==> config.mk <==
export PLATFORM = sky130hd
export DESIGN_NAME = trig_seq
export DESIGN_NICKNAME = d
export VERILOG_FILES = /design/src/rtl/trig_seq_pkg.sv /design/src/rtl/trig_sync.sv /design/src/rtl/term_eval.sv /design/src/rtl/seq_fsm.sv /design/src/rtl/trig_seq.sv
export SDC_FILE = /design/constraint.sdc
export NUM_CORES = 1
export LEC_CHECK = 0
export BUFFER_PORTS_ARGS = -buffer_cell sky130_fd_sc_hd__clkbuf_2
export CELL_PAD_IN_SITES_DETAIL_PLACEMENT = 1
export CELL_PAD_IN_SITES_GLOBAL_PLACEMENT = 1
export CORE_MARGIN = 2
export CORE_UTILIZATION = 26
export DETAILED_ROUTE_END_ITERATION = 16
export MAX_ROUTING_LAYER = met4
export PLACE_DENSITY = 0.85
export SLEW_MARGIN = 10
export SYNTH_ARGS = -nofsm -noshare
export SYNTH_HDL_FRONTEND = slang
export SYNTH_HIERARCHICAL = 1
export SYNTH_SLANG_ARGS = --single-unit
export TNS_END_PERCENT = 30
==> constraint.sdc <==
create_clock -name clk -period 4.8 [get_ports clk]
set_input_delay 0.24 -clock clk [delete_from_list [all_inputs] [get_ports clk]]
set_output_delay 0.24 -clock clk [all_outputs]
set_load 0.005 [all_outputs]
==> src/rtl/trig_seq_pkg.sv <==
// Package: shared state encoding and trigger-vector bit positions for the
// trigger-condition bus sequencer. Assumes three external pins first in the
// trigger vector, internal event flags above them.
package trig_seq_pkg;

    typedef enum logic [1:0] {
        ST_IDLE  = 2'd0,
        ST_READ  = 2'd1,
        ST_WRITE = 2'd2
    } seq_state_t;

    localparam int N_PIN   = 3;
    localparam int N_TERM  = 4;

    // Trigger bit positions
    localparam int TB_CS = 0;
    localparam int TB_RD = 1;
    localparam int TB_WR = 2;

    // Term slots and their meaning
    localparam int TM_IDLE_TO_READ  = 0;
    localparam int TM_IDLE_TO_WRITE = 1;
    localparam int TM_READ_EXIT     = 2;
    localparam int TM_WRITE_EXIT    = 3;

endpackage

==> src/rtl/trig_sync.sv <==
// Module: trig_sync
// Two-stage synchronizer bank for asynchronous active-low control pins.
// Assumes idle level of every pin is high; reset loads that idle level so no
// false trigger is seen while the pipeline fills.
module trig_sync #(
    parameter int WIDTH = 3
) (
    input  logic             clk,
    input  logic             rst_n,
    input  logic [WIDTH-1:0] pin_async,
    output logic [WIDTH-1:0] pin_sync
);

    genvar g;
    generate
        for (g = 0; g < WIDTH; g++) begin : g_bit
            logic stage1_q;
            logic stage2_q;

            // Shift each pin through two flops, resetting to the idle level
            always_ff @(posedge clk) begin
                if (!rst_n) begin
                    stage1_q <= 1'b1;
                    stage2_q <= 1'b1;
                end else begin
                    stage1_q <= pin_async[g];
                    stage2_q <= stage1_q;
                end
            end

            assign pin_sync[g] = stage2_q;
        end
    endgenerate

endmodule

==> src/rtl/term_eval.sv <==
// Module: term_eval
// Evaluates a set of AND terms over the trigger vector. Each term is a care
// mask plus a polarity mask; a term is true when every cared bit equals its
// polarity. Purely combinational; assumes static or slowly changing masks.
module term_eval #(
    parameter int N_TRIG = 5,
    parameter int N_TERM = 4,
    localparam int TBL_W = N_TRIG * N_TERM
) (
    input  logic [N_TRIG-1:0] trig,
    input  logic [TBL_W-1:0]  care,
    input  logic [TBL_W-1:0]  pol,
    output logic [N_TERM-1:0] hit
);

    genvar k;
    generate
        for (k = 0; k < N_TERM; k++) begin : g_term
            logic [N_TRIG-1:0] care_k;
            logic [N_TRIG-1:0] pol_k;
            logic [N_TRIG-1:0] bit_ok;

            assign care_k = care[k*N_TRIG +: N_TRIG];
            assign pol_k  = pol[k*N_TRIG +: N_TRIG];

            // A bit passes when it is not cared or matches its polarity
            always_comb begin
                bit_ok = ~care_k | ~(trig ^ pol_k);
            end

            assign hit[k] = &bit_ok;
        end
    endgenerate

endmodule

==> src/rtl/seq_fsm.sv <==
// Module: seq_fsm
// Three-state sequencer (IDLE/READ/WRITE) driven by pre-evaluated term hits.
// Read entry wins over write entry. Action strobes are registered and pulse
// in the first cycle of the state they belong to.
module seq_fsm
    import trig_seq_pkg::*;
(
    input  logic              clk,
    input  logic              rst_n,
    input  logic [N_TERM-1:0] hit,
    output seq_state_t        state_q,
    output logic              rd_go_q,
    output logic              wr_go_q
);

    seq_state_t state_d;

    // Next-state selection from the term hits of the current state
    always_comb begin
        state_d = state_q;
        unique case (state_q)
            ST_IDLE: begin
                if (hit[TM_IDLE_TO_READ])
                    state_d = ST_READ;
                else if (hit[TM_IDLE_TO_WRITE])
                    state_d = ST_WRITE;
            end
            ST_READ: begin
                if (hit[TM_READ_EXIT])
                    state_d = ST_IDLE;
            end
            ST_WRITE: begin
                if (hit[TM_WRITE_EXIT])
                    state_d = ST_IDLE;
            end
            default: state_d = ST_IDLE;
        endcase
    end

    // State register and entry strobes
    always_ff @(posedge clk) begin
        if (!rst_n) begin
            state_q <= ST_IDLE;
            rd_go_q <= 1'b0;
            wr_go_q <= 1'b0;
        end else begin
            state_q <= state_d;
            rd_go_q <= (state_d == ST_READ)  && (state_q != ST_READ);
            wr_go_q <= (state_d == ST_WRITE) && (state_q != ST_WRITE);
        end
    end

endmodule

==> src/rtl/trig_seq.sv <==
// Module: trig_seq (top)
// Trigger-condition bus sequencer. Builds the trigger vector from
// synchronized active-low pins and synchronous internal events, evaluates
// four configurable AND terms, and steps the IDLE/READ/WRITE state machine.
// Assumes int_evt is synchronous to clk and the term table is quasi-static.
module trig_seq
    import trig_seq_pkg::*;
#(
    parameter int N_INT = 2,
    localparam int N_TRIG = N_PIN + N_INT,
    localparam int TBL_W  = N_TERM * N_TRIG
) (
    input  logic             clk,
    input  logic             rst_n,
    input  logic             cs_n,
    input  logic             rd_n,
    input  logic             wr_n,
    input  logic [N_INT-1:0] int_evt,
    input  logic [TBL_W-1:0] term_care,
    input  logic [TBL_W-1:0] term_pol,
    output logic [1:0]       state,
    output logic             rd_go,
    output logic             wr_go
);

    logic [N_PIN-1:0]  pin_raw;
    logic [N_PIN-1:0]  pin_s;
    logic [N_TRIG-1:0] trig;
    logic [N_TERM-1:0] hit;
    seq_state_t        st;

    // Gather pins in trigger-bit order
    always_comb begin
        pin_raw        = '0;
        pin_raw[TB_CS] = cs_n;
        pin_raw[TB_RD] = rd_n;
        pin_raw[TB_WR] = wr_n;
    end

    trig_sync #(.WIDTH(N_PIN)) u_sync (
        .clk       (clk),
        .rst_n     (rst_n),
        .pin_async (pin_raw),
        .pin_sync  (pin_s)
    );

    assign trig = {int_evt, pin_s};

    term_eval #(.N_TRIG(N_TRIG), .N_TERM(N_TERM)) u_eval (
        .trig (trig),
        .care (term_care),
        .pol  (term_pol),
        .hit  (hit)
    );

    seq_fsm u_fsm (
        .clk     (clk),
        .rst_n   (rst_n),
        .hit     (hit),
        .state_q (st),
        .rd_go_q (rd_go),
        .wr_go_q (wr_go)
    );

    assign state = st;

endmodule

---- Yosys cells after proc, flatten, opt, wreduce, memory -nomap -nowiden ----
Cells that the tools add are included.
operators by class
  mux-type cells .......................... 5
  bitwise gates (word level) .............. 16
  eq/ne operators ......................... 6
  reductions and logical operators ........ 7
operator list
  operator                                                number
  inverter 5 bit                                          8
  OR 5 bit                                                4
  AND reduction 5 bit                                     4
  bitwise XOR 5 bit                                       4
  two-way mux 2 bit                                       4
  case mux 2 bit (3 select lines)                         1
  == test 2 x 1 -> 1 bit (second input constant)          2
  == test 2 bit (second input constant)                   2
  logical AND 1 bit                                       2
  logical NOT 2 bit                                       1
  inequality test 2 x 1 -> 1 bit (second input constant)  1
  inequality test 2 bit (second input constant)           1
storage, ports and cells
  input port bits ......................... 47
  bits in registers ....................... 10

---- Depth between registers and ports, before layout ----
Gate-level depths: netlist of the first run.
  depth after elaboration ................. 9
  depth in mapped cells ................... 6

---- By module ----
The synthesis of the first run kept the hierarchy.
modules (own cells, without submodules)
  module     cells each  area an instance (um^2)  instances  sequential area each (um^2)
  term_eval  36          270.3                    1          0.0
  trig_sync  15          180.2                    1          120.1
  seq_fsm    14          151.4                    1          80.1

---- Least setup slack after synthesis of the first run ----
OpenSTA, ideal clock, no wires.
  kind .................................... register to register
  start ................................... register u_sync.g_bit[2].stage2_q
  end ..................................... register u_fsm.state_q[1]
  slack ................................... 3.236 ns
  cell stages (with the launch flop) ...... 7
  arrival ................................. 1.498 ns
  data required time ...................... 4.734 ns
  path buffers ............................ 1
  cells stage by stage .................... dfxtp_1 -> buf_4 -> xor2_1 -> a222oi_1 -> and3_1 -> or3b_1 -> a21oi_2
between the ends
  cells in the longest elaborated chain, start to end .. 7
RTL lines
  item                             RTL line         RTL
  start: declaration               trig_sync.sv:18  logic stage2_q;
  start signal: assignment         trig_sync.sv:27  stage2_q <= stage1_q;
  bitwise XOR 5 bit                term_eval.sv:28  bit_ok = ~care_k | ~(trig ^ pol_k);
  inverter 5 bit                   term_eval.sv:28
  OR 5 bit                         term_eval.sv:28
  AND reduction 5 bit              term_eval.sv:31  assign hit[k] = &bit_ok;
  net hit[1]                       trig_seq.sv:29   logic [N_TERM-1:0] hit;
  two-way mux 2 bit                seq_fsm.sv:25    else if (hit[TM_IDLE_TO_WRITE])
  two-way mux 2 bit                seq_fsm.sv:23    if (hit[TM_IDLE_TO_READ])
  case mux 2 bit (3 select lines)  seq_fsm.sv:21    unique case (state_q)
  end signal: assignment           seq_fsm.sv:47    state_q <= state_d;
  end: declaration                 seq_fsm.sv:11    output seq_state_t state_q,
The timed path passes the listed nets, and every way through them passes these cells.
A chain may end at the register's enable or synchronous reset.

---- Worst setup path in the final report of the first run ----
Ends and elaborated chain as after synthesis.

==> results of run 1 <==
-- power groups by stage --
stage	sequential (mW)	combinational, mW	clock (mW)
after CTS	0.0932	0.0573	0.0814
after global routing	0.0939	0.0622	0.0840
after detailed placement	0.0950	0.0568	0
after floorplan	0.0931	0.0283	0
final	0.0930	0.0562	0.0781
after global placement	0.0948	0.0542	0
-- worst max-delay path, delay by kind of cell (launching register included) --
| kind | cells | cell delay, ns |
|---|---|---|
| xor+xnor | 1 | 0.10 |
| compound gates | 2 | 0.46 |
| flops | 1 | 0.43 |
| simple gates | 2 | 0.56 |
-- area by class of cell --
| cell class | count | share of cell area, % |
|---|---|---|
| Clock buffer | 4 | 4.03 |
| Multi-Input combinational cell | 52 | 42.1 |
| Sequential cell | 10 | 22.2 |
| Tap cell | 28 | 3.89 |
| Timing Repair Buffer | 50 | 27.8 |
-- flip-flops by register name, indices dropped and copies added (netlist names) --
name,count
u_fsm/state_q,2
u_sync/g_bit.stage2_q,3
u_fsm/wr_go_q,1
u_sync/g_bit.stage1_q,3
u_fsm/rd_go_q,1
-- per-stage QoR --
stage | hold WS (ns) | std cells | util (%)
global route | 0.141 | 144 | 41.1
global placement | 0.392 | 140 | 39.5
detailed placement | 0.399 | 140 | 39.5
CTS | 0.131 | 144 | 41.1
finish | 0.141 | 144 | 41.1
floorplan | 0.313 | 65 | -
-- layer usage --
metal	vias to the layer above	routed length (um)	track usage [%]
li1	320	-	-
met1	292	662	13.3
met2	30	929	22.4
met3	3	157	5.17
met4	0	22	7.46
met5	-	0	-
-- worst min path at each step --
stage                             start                  endpoint  slack (ns)  cells past startpoint
2_1_floorplan                     rst_n  u_sync/g_bit[0].stage1_q        0.31                      1
3_3_place_gp   u_sync/g_bit[0].stage1_q  u_sync/g_bit[0].stage2_q        0.39                      1
3_5_place_dp   u_sync/g_bit[1].stage1_q  u_sync/g_bit[1].stage2_q        0.40                      1
4_1_cts                            cs_n  u_sync/g_bit[0].stage1_q        0.13                      2
5_1_grt                            rd_n  u_sync/g_bit[1].stage1_q        0.14                      2
6_report                           cs_n  u_sync/g_bit[0].stage1_q        0.14                      2
-- cells by family (layout without fill, tap and decap cells) --
kind of cell / count (synthesis) / in the layout
simple gates: 26 / 26
xor+xnor: 20 / 20
compound gates: 6 / 6
buf+inv: 3 / 54
flops: 10 / 10
-- cell usage in the layout (no fill, tap or decap) --
cell      synthesis  final
nor3b_1           1      1
or3b_1            1      1
a21oi_1           1      1
clkbuf_4          0      3
nand2_1           8      8
clkbuf_8          0      1
clkbuf_2          0     50
nand2b_1         10     10
or2b_1            1      1
a222oi_1          4      4
dfxtp_1          10     10
nor4b_1           1      1
and3_1            4      4
xor2_1           20     20
a21oi_2           1      1
==> flow_metrics.env, run 1 <==
export IMPL_design_portCount=51
export IMPL_final_min_period_over_clock_period_pct=33.5
export IMPL_fp_dieH_um=52.1
export IMPL_fin_tns_setup_ns=0
export IMPL_hold_path_class="in -> reg"
export IMPL_r2r_slack_ns=3.19
export IMPL_endpoint_class_of_the_critical_path="flip-flop"
export IMPL_max_cap_violations=0
export IMPL_cts_repair_timing_setup_buffer_count=0
export IMPL_int_power_mw=0.167
export IMPL_cp_endpoint="u_fsm/state_q[1]"
export IMPL_crit_fanout=4
export IMPL_hpwl_um=1550
export IMPL_post_cts_hold_buffer_count=0
export IMPL_preCtsSetupSlack_ns=3.19
export IMPL_reg2regPathDepth=5
export IMPL_timing_final_crit_period_ns=1.61
export IMPL_multi_input_comb_area_um2=379
export IMPL_total_switching_power_mw=0.0599
export IMPL_synth_edff_count=0
export IMPL_register_area_um2=200
export IMPL_num_nets_final=164
export IMPL_tritoncts="done"
export IMPL_post_synth_main_area_contributors="dfxtp_1 33%, xor2_1 29%, nand2b_1 10%"
export IMPL_postRouteWirelength_um=1770
export IMPL_synthArstFlopShare_pct=0
export IMPL_grt_start_max_net_pins=9
export IMPL_global_route_usage_sum_pct=13.4
export IMPL_vias_per_cell=4.48
export IMPL_setup_worst_path_start_class="flip-flop"
export IMPL_port_buffers=50
export IMPL_grt_first_pass_wirelength_um=2500
export IMPL_placeableCoreArea_um2=2190
export IMPL_synth_top_family_by_area="XOR/XNOR gates"
export IMPL_synth_area_um2=602
export IMPL_ctsLongestPathBuffers=2
export IMPL_crit_path_start="u_sync/g_bit[2].stage2_q"
export IMPL_post_synth_top_area_fraction_pct=33.3
export IMPL_num_vias=645
export IMPL_synthesis_yosys_warnings=6
export IMPL_post_route_worst_setup_slack_ns=3.19
export IMPL_syn_to_final_growth_pct=49.7
export IMPL_grt_antenna_before_repair=0
export IMPL_post_route_drc_count=0
export IMPL_dieWidth_um=52.1
export IMPL_critical_path_slowest_cell="dfxtp_1"
export IMPL_tritoncts_num_sinks=10
export IMPL_timing_critical_path_cells="xor2_1 -> a222oi_1 -> and3_1 -> or3b_1 -> a21oi_2"
export IMPL_post_synth_top_count_cell="xor2_1"
export IMPL_rr_startpoint="u_sync/g_bit[2].stage2_q"
export IMPL_ant_nets=0
export IMPL_netSwitchingFraction_pct=26.3
export IMPL_clk_latency_ns=0.28
export IMPL_most_numerous_cell_types_in_the_synthesized_netlist="20 x xor2_1, 10 x dfxtp_1, 10 x nand2b_1"
export IMPL_power_per_cell_area_nw_per_um2=252
export IMPL_critical_path_required_ns=5.02
export IMPL_dominantRegCellSynth="dfxtp_1"
export IMPL_hold_violations=0
export IMPL_pwr_share_clk_pct=34.4
export IMPL_design_die_area_um2=2720
export IMPL_postSynthAreaPerCell_um2=9.26
export IMPL_synth_net_count=112
export IMPL_yosysUniqueCellTypes=13
export IMPL_cts_buffers=3
export IMPL_drt_wirelength_per_cell_um=12.3
export IMPL_final_setup_skew_ns=0.00275
export IMPL_cts_htree_levels=1
export IMPL_clkTransAtPathRegs_ns=0.07
export IMPL_share_of_synthesized_area_spent_on_multiplexers_pct=0
export IMPL_synth_seq_area_share_pct=33.3
export IMPL_synthAdderAreaFrac_pct=0
export IMPL_layout_filler_cells=296
export IMPL_slew_limit_headroom_pct=77.7
export IMPL_initialDrtViolationCount=14
export IMPL_compound_gate_fraction_of_synth_area_pct=8.94
export IMPL_crit_type="reg -> reg"
export IMPL_grt_setup_unrepaired="false"
export IMPL_synth_seq_cells=10
export IMPL_first_global_vias=625
export IMPL_power_frac_seq_pct=40.9
export IMPL_totalPowerFinal_mw=0.227
export IMPL_peakVddDrop_v=0.000145
export IMPL_tightest_slew_ns=0.334
export IMPL_row_count=17
export IMPL_start_util_pct=27.5
export IMPL_grt_remaining_overflow=0
export IMPL_run_status="finished clean"
export IMPL_detailedRoute_firstPassIterationCount=4
export IMPL_cts_resized_gates=0
export IMPL_pwr_share_comb_pct=24.7
export IMPL_finalSetupViolCount=0
export IMPL_instance_count_of_the_mapped_netlist=65
export IMPL_ctsRootBufferMaster="clkbuf_4"
export IMPL_leakagePower_nw=0.459
export IMPL_yosys_area_share_simple_pct=24.9
export IMPL_synth_xor_area_share_pct=29.1
export IMPL_globalplace_congestion=0.709
export IMPL_drv_slew=0
export IMPL_worst_endpoint_arrival_ns=1.82
export IMPL_post_synth_top_area_cell="dfxtp_1"
export IMPL_place_area_um2=865
export IMPL_maxClockFrequency_mhz=622
export IMPL_drive_above_1_share_pct=47.4
export IMPL_antennaDiodeCount=0
export IMPL_reg2reg_to="u_fsm/state_q[1]"
export IMPL_postLayoutCellArea_um2=901
export IMPL_cp_slowest_stage_delay_ns=0.43
(Power assumes the default switching activity.)
==> run 2: changes to the inputs <==
- ABC_AREA: default -> 1
- CORE_UTILIZATION: 26 -> 24
- PLACE_DENSITY: 0.85 -> 0.8
- clock period: 4.8 -> 1.6 ns (I/O delays scaled with it)
==> flow_metrics.env, run 2 <==
export IMPL_drv_slew=0
export IMPL_leakagePower_nw=0.659
export IMPL_instance_count_of_the_mapped_netlist=128
export IMPL_most_numerous_cell_types_in_the_synthesized_netlist="45 x nand2_1, 26 x inv_1, 22 x nand3_1"
export IMPL_dieWidth_um=59.1
export IMPL_tritoncts="done"
export IMPL_synth_net_count=175
export IMPL_synthArstFlopShare_pct=0
export IMPL_detailedRoute_firstPassIterationCount=4
export IMPL_reg2reg_to="u_fsm/state_q[1]"
export IMPL_drt_wirelength_per_cell_um=9.50
export IMPL_hold_violations=0
export IMPL_power_per_cell_area_nw_per_um2=595
export IMPL_rr_startpoint="u_sync/g_bit[1].stage2_q"
export IMPL_antennaDiodeCount=0
export IMPL_whs_path_cells=2
export IMPL_endpoint_class_of_the_critical_path="flip-flop"
export IMPL_crit_fanout=8
export IMPL_most_used_cells_in_the_layout_excluding_fill_and_tap_cells="50 x clkbuf_2, 45 x nand2_1, 26 x inv_1, 22 x nand3_1, 10 x dfxtp_1"
export IMPL_biggestRegsByFlops="u_sync/g_bit.stage1_q (3), u_sync/g_bit.stage2_q (3), u_fsm/state_q (2)"
export IMPL_grt_remaining_overflow=0
export IMPL_critical_path_required_ns=1.79
export IMPL_dominantRegCellSynth="dfxtp_1"
export IMPL_clkTransAtPathRegs_ns=0.06
export IMPL_grt_setup_unrepaired="false"
export IMPL_run_status="finished clean"
export IMPL_fp_dieH_um=59.1
export IMPL_maxClockFrequency_mhz=836
export IMPL_netSwitchingFraction_pct=29.0
export IMPL_peakVddDrop_v=0.000298
export IMPL_synthesis_yosys_warnings=6
export IMPL_final_setup_skew_ns=0.000640
export IMPL_post_route_drc_count=0
export IMPL_grtUsageMet1_pct=14.6
export IMPL_use_met3_pct=2.18
export IMPL_row_count=20
export IMPL_synth_area_um2=729
export IMPL_gr_max_usage_layer="met2"
export IMPL_layoutNonFillerInstCount=214
export IMPL_worst_endpoint_arrival_ns=1.39
export IMPL_slew_limit_headroom_pct=86.2
export IMPL_postSynthAreaPerCell_um2=5.70
export IMPL_design_portCount=51
export IMPL_post_synth_top_area_cell="dfxtp_1"
export IMPL_cts_buffers=3
export IMPL_cts_repair_timing_setup_buffer_count=0
export IMPL_crit_type="reg -> reg"
export IMPL_initialDrtViolationCount=15
export IMPL_final_min_period_over_clock_period_pct=74.8
export IMPL_clk_latency_ns=0.26
export IMPL_vias_per_cell=4.35
export IMPL_yosysUniqueCellTypes=11
export IMPL_fin_util_pct=35.3
export IMPL_dp_cells=208
export IMPL_reg2regPathDepth=8
export IMPL_fin_tns_setup_ns=0
export IMPL_post_cts_hold_buffer_count=3
export IMPL_ctsRootBufferMaster="clkbuf_4"
export IMPL_ctsLongestPathBuffers=2
export IMPL_pwr_share_clk_pct=26.8
export IMPL_syn_to_final_growth_pct=44.1
export IMPL_power_frac_seq_pct=44.1
export IMPL_post_synth_main_area_contributors="dfxtp_1 27%, nand2_1 23%, nand3_1 15%"
export IMPL_start_util_pct=24.5
export IMPL_int_power_mw=0.444
export IMPL_port_buffers=50
export IMPL_first_global_vias=803
export IMPL_num_nets_final=230
export IMPL_globalplace_congestion=0.807
export IMPL_max_cap_violations=0
export IMPL_drive_above_1_share_pct=32.0
export IMPL_design_die_area_um2=3500
export IMPL_post_synth_top_area_fraction_pct=27.4
export IMPL_placeableCoreArea_um2=2980
export IMPL_tightest_slew_ns=0.206
export IMPL_grtUsageMet2_pct=21.0
export IMPL_ant_nets=0
export IMPL_r2r_slack_ns=0.40
export IMPL_finalHoldWorstSlack_ns=0.0608
export IMPL_setup_worst_path_start_class="flip-flop"
export IMPL_totalPowerFinal_mw=0.625
export IMPL_finalSetupViolCount=0
export IMPL_hpwl_um=1850
export IMPL_timing_final_crit_period_ns=1.20
export IMPL_post_synth_top_count_cell="nand2_1"
export IMPL_pwr_share_comb_pct=29.1
export IMPL_layout_commonest_cell="clkbuf_2"
export IMPL_num_vias=930
export IMPL_grt_antenna_before_repair=0
export IMPL_synth_seq_cells=10
export IMPL_synth_seq_area_share_pct=27.4
export IMPL_grt_first_pass_wirelength_um=3200
export IMPL_grt_start_max_net_pins=9
export IMPL_global_route_usage_sum_pct=12.6
export IMPL_postRouteWirelength_um=2030
export IMPL_total_switching_power_mw=0.181
export IMPL_synth_edff_count=0
export IMPL_hold_path_class="in -> reg"
export IMPL_tritoncts_num_sinks=10
export IMPL_cts_htree_levels=1
export IMPL_min_to="u_sync/g_bit[1].stage1_q"
export IMPL_hold_start="rst_n"
export IMPL_cts_resized_gates=0
## run 2: cell count changes after synthesis, sizes merged
cell / change
a222oi: -4
or2b: -1
nor3b: -1
or3b: -1
nor4b: -1
inv: +26
nand3: +25
nor2: +9
or2: +8
xor2: -20
nand2b: -10
nand2: +37
and3: -4
## run 2: per-stage QoR
step	instance area, um^2	setup slack, ns
2_1_floorplan	729	0.462
3_3_place_gp	998	0.447
3_5_place_dp	998	0.411
4_1_cts	1050	0.392
5_1_grt	1050	0.280
6_report	1050	0.403
## run 2: area by class of cell
cell class | instances | area (um^2)
timing repair buffer | 53 | 280
clock buffer | 3 | 22.5
sequential | 10 | 200
inverter | 26 | 97.6
multi-input combinational | 89 | 409
tap | 33 | 41.3
fill | 417 | 1930
## run 2: how the worst max path moves through the flow
stage	endpoint	from
2_1_floorplan	u_fsm/state_q[1]	u_sync/g_bit[1].stage2_q
3_3_place_gp	u_fsm/state_q[0]	u_sync/g_bit[1].stage2_q
3_5_place_dp	u_fsm/state_q[1]	u_sync/g_bit[1].stage2_q
4_1_cts	u_fsm/state_q[1]	u_sync/g_bit[1].stage2_q
5_1_grt	u_fsm/state_q[1]	u_sync/g_bit[1].stage2_q
6_report	u_fsm/state_q[1]	u_sync/g_bit[1].stage2_q
## run 2: critical path, stage by stage (launching register included)
cell,delay (ns)
dfxtp_1,0.36
or2_1,0.22
nand3_1,0.06
nand2_1,0.05
nor2_1,0.10
inv_1,0.04
nor2_1,0.08
nand2_1,0.08
a21oi_1,0.13
## run 2: power groups by stage
| stage | clock (mW) | combinational [mW] | sequential, mW |
|---|---|---|---|
| 6_report | 0.167 | 0.182 | 0.276 |
| 5_1_grt | 0.189 | 0.210 | 0.278 |
| 4_1_cts | 0.179 | 0.187 | 0.276 |
| 3_5_place_dp | 0 | 0.180 | 0.282 |
| 2_1_floorplan | 0 | 0.0937 | 0.277 |
| 3_3_place_gp | 0 | 0.178 | 0.281 |
## run 2: kinds of logic after synthesis
group | Yosys count | share of synthesized area, %
flip-flops | 10 | 27.4
AO/OA/AOI/OAI | 2 | 1.89
AND/OR/NAND/NOR | 87 | 54.2
buffers and inverters | 29 | 16.5
## run 2: layer usage
| layer | routed length (um) | vias up |
|---|---|---|
| met5 | 0 | - |
| met4 | 38 | 0 |
| met3 | 122 | 4 |
| met2 | 971 | 28 |
| met1 | 900 | 410 |
| li1 | - | 488 |
